`src/rtl/asfg_pkg.sv`:
```
package asfg_pkg;
   // Number of low result bits covered by the parity flag
   localparam int PARITY_BITS = 8;
   // Bit index whose carry-out drives the nibble flag
   localparam int NIBBLE_MSB  = 3;

   // Adder structure choices
   localparam int ADDER_RIPPLE = 0;
   localparam int ADDER_INFER  = 1;

   typedef struct packed {
      logic ovf;   // bit 5
      logic neg;   // bit 4
      logic zero;  // bit 3
      logic nib;   // bit 2
      logic par;   // bit 1
      logic cy;    // bit 0
   } flags_t;
endpackage

```
`src/rtl/asfg_adder.sv`:
```
module asfg_adder #(
   parameter int WIDTH      = 32,
   parameter int ADDER_KIND = asfg_pkg::ADDER_RIPPLE
) (
   input  logic [WIDTH-1:0] a,
   input  logic [WIDTH-1:0] b,
   input  logic             cin,
   output logic [WIDTH-1:0] sum,
   output logic             c_nib,
   output logic             c_top_in,
   output logic             c_out
);
   localparam int NIB = asfg_pkg::NIBBLE_MSB + 1;

   if (WIDTH < asfg_pkg::PARITY_BITS) begin : g_bad_width
      $error("asfg_adder: WIDTH must be at least the parity width");
   end

   if (ADDER_KIND == asfg_pkg::ADDER_RIPPLE) begin : g_ripple
      logic [WIDTH:0] chain;
      assign chain[0] = cin;
      for (genvar i = 0; i < WIDTH; i++) begin : g_bit
         assign sum[i]     = a[i] ^ b[i] ^ chain[i];
         assign chain[i+1] = (a[i] & b[i]) | (chain[i] & (a[i] ^ b[i]));
      end
      assign c_nib    = chain[NIB];
      assign c_top_in = chain[WIDTH-1];
      assign c_out    = chain[WIDTH];
   end else if (ADDER_KIND == asfg_pkg::ADDER_INFER) begin : g_infer
      logic [NIB:0]   lo_sum;
      logic [WIDTH-1:0] low_sum;
      logic [WIDTH:0] full_sum;
      assign lo_sum   = {1'b0, a[NIB-1:0]} + {1'b0, b[NIB-1:0]}
                      + {{NIB{1'b0}}, cin};
      assign low_sum  = {1'b0, a[WIDTH-2:0]} + {1'b0, b[WIDTH-2:0]}
                      + {{(WIDTH-1){1'b0}}, cin};
      assign full_sum = {1'b0, a} + {1'b0, b} + {{WIDTH{1'b0}}, cin};
      assign sum      = full_sum[WIDTH-1:0];
      assign c_nib    = lo_sum[NIB];
      assign c_top_in = low_sum[WIDTH-1];
      assign c_out    = full_sum[WIDTH];
   end else begin : g_bad_kind
      $error("asfg_adder: unknown ADDER_KIND");
   end
endmodule

```
`src/rtl/asfg_flag_logic.sv`:
```
module asfg_flag_logic #(
   parameter int WIDTH = 32
) (
   input  logic [WIDTH-1:0]      sum,
   input  logic                  c_nib,
   input  logic                  c_top_in,
   input  logic                  c_out,
   input  logic                  is_sub,
   output asfg_pkg::flags_t      flags
);
   localparam int PB = asfg_pkg::PARITY_BITS;

   always_comb begin
      flags      = '0;
      flags.neg  = sum[WIDTH-1];
      flags.zero = (sum == '0);
      flags.ovf  = c_top_in ^ c_out;
      // a borrow is the complement of the adder carry when subtracting
      flags.cy   = c_out ^ is_sub;
      flags.nib  = c_nib ^ is_sub;
      flags.par  = ~(^sum[PB-1:0]);
   end
endmodule

```
`src/rtl/asfg_flag_reg.sv`:
```
module asfg_flag_reg (
   input  logic             clk,
   input  logic             rst_n,
   input  logic             we,
   input  asfg_pkg::flags_t d,
   output asfg_pkg::flags_t q
);
   always_ff @(posedge clk or negedge rst_n) begin
      if (!rst_n)  q <= '0;
      else if (we) q <= d;
   end

   // an enabled edge captures the live flags
   assert_load_R8: assert property (@(posedge clk) disable iff (!rst_n)
      we |=> q == $past(d));
   // a disabled edge changes nothing
   assert_hold_R9: assert property (@(posedge clk) disable iff (!rst_n)
      !we |=> $stable(q));
   // reset leaves the register cleared
   assert_reset_R10: assert property (@(posedge clk)
      !rst_n |-> q == '0);
endmodule

```
`src/rtl/arith_flag_gen.sv`:
```
module arith_flag_gen #(
   parameter int WIDTH      = 32,
   parameter int ADDER_KIND = asfg_pkg::ADDER_RIPPLE
) (
   input  logic             clk,
   input  logic             rst_n,
   input  logic [WIDTH-1:0] op_a,
   input  logic [WIDTH-1:0] op_b,
   input  logic             carry_in,
   input  logic             sub_sel,
   input  logic             flag_we,
   output logic [WIDTH-1:0] result,
   output logic [5:0]       flags_live,
   output logic [5:0]       flags_q
);
   logic [WIDTH-1:0] b_eff;
   logic             cin_eff;
   logic             c_nib, c_top_in, c_out;
   asfg_pkg::flags_t live, held;

   // subtract as a + ~b + ~borrow
   assign b_eff   = sub_sel ? ~op_b : op_b;
   assign cin_eff = carry_in ^ sub_sel;

   asfg_adder #(.WIDTH(WIDTH), .ADDER_KIND(ADDER_KIND)) u_adder (
      .a(op_a), .b(b_eff), .cin(cin_eff), .sum(result),
      .c_nib(c_nib), .c_top_in(c_top_in), .c_out(c_out)
   );

   asfg_flag_logic #(.WIDTH(WIDTH)) u_flags (
      .sum(result), .c_nib(c_nib), .c_top_in(c_top_in), .c_out(c_out),
      .is_sub(sub_sel), .flags(live)
   );

   asfg_flag_reg u_freg (
      .clk(clk), .rst_n(rst_n), .we(flag_we), .d(live), .q(held)
   );

   assign flags_live = live;
   assign flags_q    = held;

   // same-sign add (or opposite-sign subtract) with no carry/borrow
   // in flips sign exactly when overflowing
   assert_ovf_add_R4: assert property (@(posedge clk) disable iff (!rst_n)
      (!sub_sel && !carry_in) |->
         live.ovf == ((op_a[WIDTH-1] == op_b[WIDTH-1]) &&
                      (result[WIDTH-1] != op_a[WIDTH-1])));
   assert_ovf_sub_R4: assert property (@(posedge clk) disable iff (!rst_n)
      (sub_sel && !carry_in) |->
         live.ovf == ((op_a[WIDTH-1] != op_b[WIDTH-1]) &&
                      (result[WIDTH-1] != op_a[WIDTH-1])));
   // unsigned wrap on add, unsigned less-than on subtract
   assert_carry_add_R5: assert property (@(posedge clk) disable iff (!rst_n)
      (!sub_sel && !carry_in) |-> live.cy == (result < op_a));
   assert_borrow_sub_R5: assert property (@(posedge clk) disable iff (!rst_n)
      (sub_sel && !carry_in) |-> live.cy == (op_a < op_b));
   // a zero result cannot be negative
   assert_zero_R3: assert property (@(posedge clk) disable iff (!rst_n)
      live.zero |-> (!live.neg && result == '0));
   // parity by population count
   assert_parity_R7: assert property (@(posedge clk) disable iff (!rst_n)
      live.par == ($countones(result[asfg_pkg::PARITY_BITS-1:0]) % 2 == 0));
   // subtract with no borrow-in undoes the add
   assert_sub_R1: assert property (@(posedge clk) disable iff (!rst_n)
      (sub_sel && !carry_in) |-> (result + op_b) == op_a);
endmodule

```
`config.mk`:
```
export PLATFORM = sky130hd
export DESIGN_NAME = arith_flag_gen
export DESIGN_NICKNAME = d
export VERILOG_FILES = /design/src/rtl/asfg_pkg.sv /design/src/rtl/asfg_adder.sv /design/src/rtl/asfg_flag_logic.sv /design/src/rtl/asfg_flag_reg.sv /design/src/rtl/arith_flag_gen.sv
export SDC_FILE = /design/constraint.sdc
export NUM_CORES = 1
export LEC_CHECK = 0
export CAP_MARGIN = 5
export CORE_MARGIN = 4
export CORE_UTILIZATION = 39
export CTS_BUF_LIST = sky130_fd_sc_hd__clkbuf_8
export DETAILED_ROUTE_END_ITERATION = 8
export PLACE_DENSITY = 0.86
export SLEW_MARGIN = 20
export SYNTH_ARGS = -nofsm -noshare
export SYNTH_HDL_FRONTEND = slang
export SYNTH_SLANG_ARGS = --single-unit
export TNS_END_PERCENT = 50
```
`constraint.sdc`:
```
create_clock -name clk -period 30 [get_ports clk]
set_input_delay 3 -clock clk [delete_from_list [all_inputs] [get_ports clk]]
set_output_delay 3 -clock clk [all_outputs]
set_load 0.05 [all_outputs]
```
* Word-level counts from Yosys, hierarchy flattened
Index checks and enable logic that the tools add are counted.
** Word-level totals
- Register bits :: 6
- Logic and storage cells :: 175
** Operators by class
- Muxes and demuxes :: 1
- Bitwise gates (word level) :: 166
- Reduce and logical (&&, ||, !) cells :: 2
** Operators by type and width (count)
- $xor 1x1->1 :: 68
- $and 1x1->1 :: 64
- $logic_not 32->1 :: 1
- $mux 32 :: 1
- $not 32->32 :: 1
- $or 1x1->1 :: 32
- $reduce_xor 8->1 :: 1
- $not 1->1 :: 1

* Longest topological paths before layout
- Depth after elaboration :: 68
- Depth in mapped cells :: 45
- Depth with buffers taken out :: 43

* Cells and area by module
Synthesis repeated with hierarchy kept, for this count alone.
** Second synthesis, totals
- Cells, all modules :: 121
- Area, all modules :: 1514.0 µm²
** By module, submodules not included
- asfg_adder :: times used 1, cells an instance 42, area each 678.2 µm², seq. area each 0.0 µm²
- arith_flag_gen :: times used 1, cells an instance 37, area each 360.3 µm², seq. area each 0.0 µm²
- asfg_flag_reg :: times used 1, cells an instance 13, area each 251.5 µm², seq. area each 150.1 µm²
- asfg_flag_logic :: times used 1, cells an instance 29, area each 224.0 µm², seq. area each 0.0 µm²

* Least setup slack after synthesis
No wires, ideal clock.
- Kind :: input port to output port
- Start point :: input sub_sel
- End point :: output flags_live[0]
- Arrival :: 15452 ps
- Slack :: 11548 ps
- Stages :: 43
- Cells stage by stage :: buf_4 > buf_4 > xor2_1 > fa_1 > fa_1 > inv_1 > fa_1 > inv_1 > fa_1 > fa_1 > fa_1 > inv_1 > fa_1 > inv_1 > fa_1 > inv_1 > fa_1 > fa_1 > [7 not listed] > fa_1 > fa_1 > fa_1 > fa_1 > fa_1 > fa_1 > fa_1 > fa_1 > fa_1 > fa_1 > fa_1 > inv_1 > fa_1 > inv_1 > fa_1 > fa_1 > fa_1 > xnor2_1
** On the way
- Cells in the longest elaborated chain, start to end :: 67
- Elaborated cells between the ends (all ways) :: 131
- Those cells by class :: mux: 1; bitwise: 130
** RTL lines
- from (decl) :: line arith_flag_gen.sv:10 : input logic sub_sel,
- $mux 32 :: line arith_flag_gen.sv:22 : assign b_eff = sub_sel ? ~op_b : op_b;
- $xor 1x1->1 :: line asfg_adder.sv:24 : assign chain[i+1] = (a[i] & b[i]) | (chain[i] & (a[i] ^ b[i]));
- $and 1x1->1 :: line asfg_adder.sv:24
- $or 1x1->1 :: line asfg_adder.sv:24
- $and 1x1->1 :: line asfg_adder.sv:24
- $or 1x1->1 :: line asfg_adder.sv:24
- $and 1x1->1 :: line asfg_adder.sv:24
- $or 1x1->1 :: line asfg_adder.sv:24
- [51 not listed]
- $or 1x1->1 :: line asfg_adder.sv:24
- $and 1x1->1 :: line asfg_adder.sv:24
- $or 1x1->1 :: line asfg_adder.sv:24
- $and 1x1->1 :: line asfg_adder.sv:24
- $or 1x1->1 :: line asfg_adder.sv:24
- $and 1x1->1 :: line asfg_adder.sv:24
- $or 1x1->1 :: line asfg_adder.sv:24
- $xor 1x1->1 * :: line asfg_flag_logic.sv:19 : flags.cy = c_out ^ is_sub;
- to (decl) :: line arith_flag_gen.sv:13 : output logic [5:0] flags_live,
Mark *: on every way between the ends. The rest lies on a longest branch, timed or not.

* Worst setup path after layout
- Start point :: input sub_sel
- End point :: output flags_live[3]
** On the way
- Cells in the longest elaborated chain, start to end :: 66
- Elaborated cells between the ends (all ways) :: 160
- Those cells by class :: mux: 1; bitwise: 158; reduce/logical: 1
** RTL lines
- $mux 32 :: line arith_flag_gen.sv:22
- $xor 1x1->1 :: line asfg_adder.sv:23, asfg_adder.sv:24
- $and 1x1->1 :: line asfg_adder.sv:24
- $or 1x1->1 :: line asfg_adder.sv:24
- $and 1x1->1 :: line asfg_adder.sv:24
- $or 1x1->1 :: line asfg_adder.sv:24
- $and 1x1->1 :: line asfg_adder.sv:24
- $or 1x1->1 :: line asfg_adder.sv:24
- [50 not listed]
- $and 1x1->1 :: line asfg_adder.sv:24
- $or 1x1->1 :: line asfg_adder.sv:24
- $and 1x1->1 :: line asfg_adder.sv:24
- $or 1x1->1 :: line asfg_adder.sv:24
- $and 1x1->1 :: line asfg_adder.sv:24
- $or 1x1->1 :: line asfg_adder.sv:24
- $xor 1x1->1 :: line asfg_adder.sv:23 : assign sum[i] = a[i] ^ b[i] ^ chain[i];
- $logic_not 32->1 * :: line asfg_flag_logic.sv:16 : flags.zero = (sum == '0);
Marked as above.

==> flow_metrics.tcl <==
set metrics [dict create \
    rsz0062_at_grt "no" \
    cts_tree "done" \
    grt_antenna_before_repair 0 \
    met2_wirelength_um 2530 \
    clock-root-buffer "clkbuf_8" \
    cts_hold_buf 0 \
    ios 113 \
    cts_setup_buffers 0 \
    synth_top_family_by_area "adder cells" \
    dpl-instance-area_sq_um 2750 \
    die_x_um 72.2 \
    worst_pin_slew_ns 0.995 \
    synth_cell_types 18 \
    powerDensity_nw_per_um2 71.8 \
    max_freq_ghz 0.0493 \
    synth_xor_xnor_area_share_pct 21.2 \
    h-tree-depth 1 \
    min_period_over_period_pct 67.6 \
    core_sq_um 4000 \
    drt_drc_violations_left 0 \
    syn_nets 273 \
    avgViaCountPerCell 4.38 \
    layout-drive-gt1-share_pct 4.33 \
    clk_path_buf_depth 2 \
    first_global_vias 1644 \
    seq_area_sq_um 150 \
    totalWireLength_um 4640 \
    wl_met1_um 1650 \
    skew_ns 0 \
    crit_type "input port to primary output" \
    synth_area_sq_um 1610 \
    power_uw 200 \
    tns_ns 0 \
    grt_start_max_net_pins 36 \
    fp-row-count 23 \
    nets 384 \
    syn_to_final_growth_pct 73.2 \
    synth-seq-cells 6 \
    cp_slowest_cell "clkdlybuf4s50_1" \
    hp-class "flop to flop" \
    worst_ep_required_time_ns 27.00 \
    top_regs "u_freg.q: 6 flops" \
    fin_area_sq_um 2790 \
    hold_viol 0 \
    clock_sinks 6 \
    cap_violations 0 \
    cts_resized 0 \
    path_clk_slew_ns 0.03 \
    p_leak_nw 1.28 \
    critPathMaxFanout 35 \
    initial_utilization_pct 40.2 \
    cts_buffers 3 \
    drv_slew 0 \
    yosys.area_share.simple_pct 4.74 \
    peakVddDrop_uv 46.2 \
    grt-ovfl-total 0 \
    synth-compound-area-share_pct 0.700 \
    largest_reg_flops 6 \
    synthAdderAreaFrac_pct 42.9 \
    n_fill_cell 332 \
    dpl.hpwl_um 4320 \
    route.top_layer_used "met4" \
    ys_warn_count 0 \
    chipHeight_um 72.2 \
    antenna_left 0 \
    insertion_delay_ns 0.22 \
    drt_first_pass_iters 4 \
    track_usage_pct 18.2 \
    postSynthCellCount 168 \
    yosysSeqAreaShare_pct 9.33 \
    cp.arrival_ns 17.28 \
    top_register "u_freg.q" \
    place.port_buffers 112 \
    via_count 1433 \
    wl_met3_um 375 \
    antenna_cells 0 \
    syn_avg_cell_area_sq_um 9.58 \
    fp.dieArea_sq_um 5220 \
    slew_headroom_pct 33.7 \
    grt_pass1_wl_um 7450 \
    cp-end-kind "primary output" \
    crit_family "adder cells" \
    setup_viol 0 \
    drt_iter0_drc 21 \
    worstSetupStartpointType "input port" \
    wl_per_cell_um 14.2 \
    synthMuxAreaShare_pct 3.73 \
    crit_buf_inv 9 \
    finalWeightedCongestion 0.762 \
    multi_input_comb_area_sq_um 1180 \
    cpMostUsedCell "fa_1" \
    outcome "completed" \
    fin_crit_ns 20.28 \
    slowest_delay_ns 0.80 \
]
## synth_stat cells
cell type  number  area share [%]
and3_2          1            0.47
mux2_2          4             2.8
nor3_1          1            0.31
nor2b_1         1            0.39
inv_1          63              15
nand2_1         2            0.47
xnor2_1        29              16
buf_4           5             2.3
nor4_2          1            0.78
xor2_1         10             5.4
a41o_2          1            0.70
nand4_1         5             1.9
fa_1           32              40
mux2_4          1            0.93
buf_2           1            0.31
ha_1            4             3.1
nor4_1          1            0.39
dfrtp_1         6             9.3
## cells by family (layout without fill, tap and decap cells)
| group | Yosys count | in the layout |
|---|---|---|
| AOI/OAI and AO/OA | 1 | 1 |
| buffers and inverters | 69 | 178 |
| muxes | 5 | 5 |
| xor gates and xnor gates | 39 | 39 |
| adders and majority gates | 36 | 36 |
| DFF | 6 | 6 |
| and+or+nand+nor | 12 | 12 |
## where the power goes
part	switching, mW	internal [mW]
registers	0.00117	0.0106
logic	0.111	0.0654
clock network	0.00343	0.00862
total	0.115	0.0846
## worst reg2reg max path: stages (launching register included)
cell	delay (ns)
dfrtp_1	0.37
nor2b_1	0.13
a41o_2	0.23
## area by class of cell
class	instances	share of cell area (%)
inverter	63	8.49
clock buffer	3	1.48
timing repair buffer	112	40.1
tap	50	2.25
multi-input combinational	93	42.3
sequential	6	5.39
## cell usage in the layout, fill, tap and decap left out, types with 2 or more instances in the layout
| cell type | count |
|---|---|
| fa_1 | 32 |
| nand4_1 | 5 |
| dfrtp_1 | 6 |
| clkbuf_8 | 3 |
| ha_1 | 4 |
| xor2_1 | 10 |
| mux2_2 | 4 |
| xnor2_1 | 29 |
| nand2_1 | 2 |
| inv_1 | 63 |
| clkdlybuf4s50_1 | 111 |
## per-stage QoR
step	worst slack, ns	hold WS [ns]	util, %	instances
2_1_floorplan	11.55	0.864	-	168
3_3_place_gp	9.96	0.489	68.6	324
3_5_place_dp	9.64	0.498	68.6	324
4_1_cts	9.61	0.506	69.7	327
5_1_grt	9.11	0.517	69.7	327
6_report	9.72	0.502	69.7	327
## path summary, 6_finish.rpt
path                              from       endpoint  slack, ns  depth (start not counted)
max in group asynchronous        rst_n    u_freg.q[2]      26.74                          1
hold reg to reg            u_freg.q[2]    u_freg.q[2]       0.50                          1
setup / recovery               sub_sel  flags_live[3]       9.72                         45
min in group asynchronous        rst_n    u_freg.q[5]       3.03                          1
hold / removal             u_freg.q[2]    u_freg.q[2]       0.50                          1
setup reg to reg           u_freg.q[3]    u_freg.q[3]      29.17                          2
## per-layer routing
metal | global-route usage [%] | vias up
met5 | 0 | -
met1 | 20.6 | 681
met4 | 5.43 | 0
li1 | - | 684
met3 | 3.74 | 8
met2 | 34.2 | 60
Power figures use the tool's default switching activity.
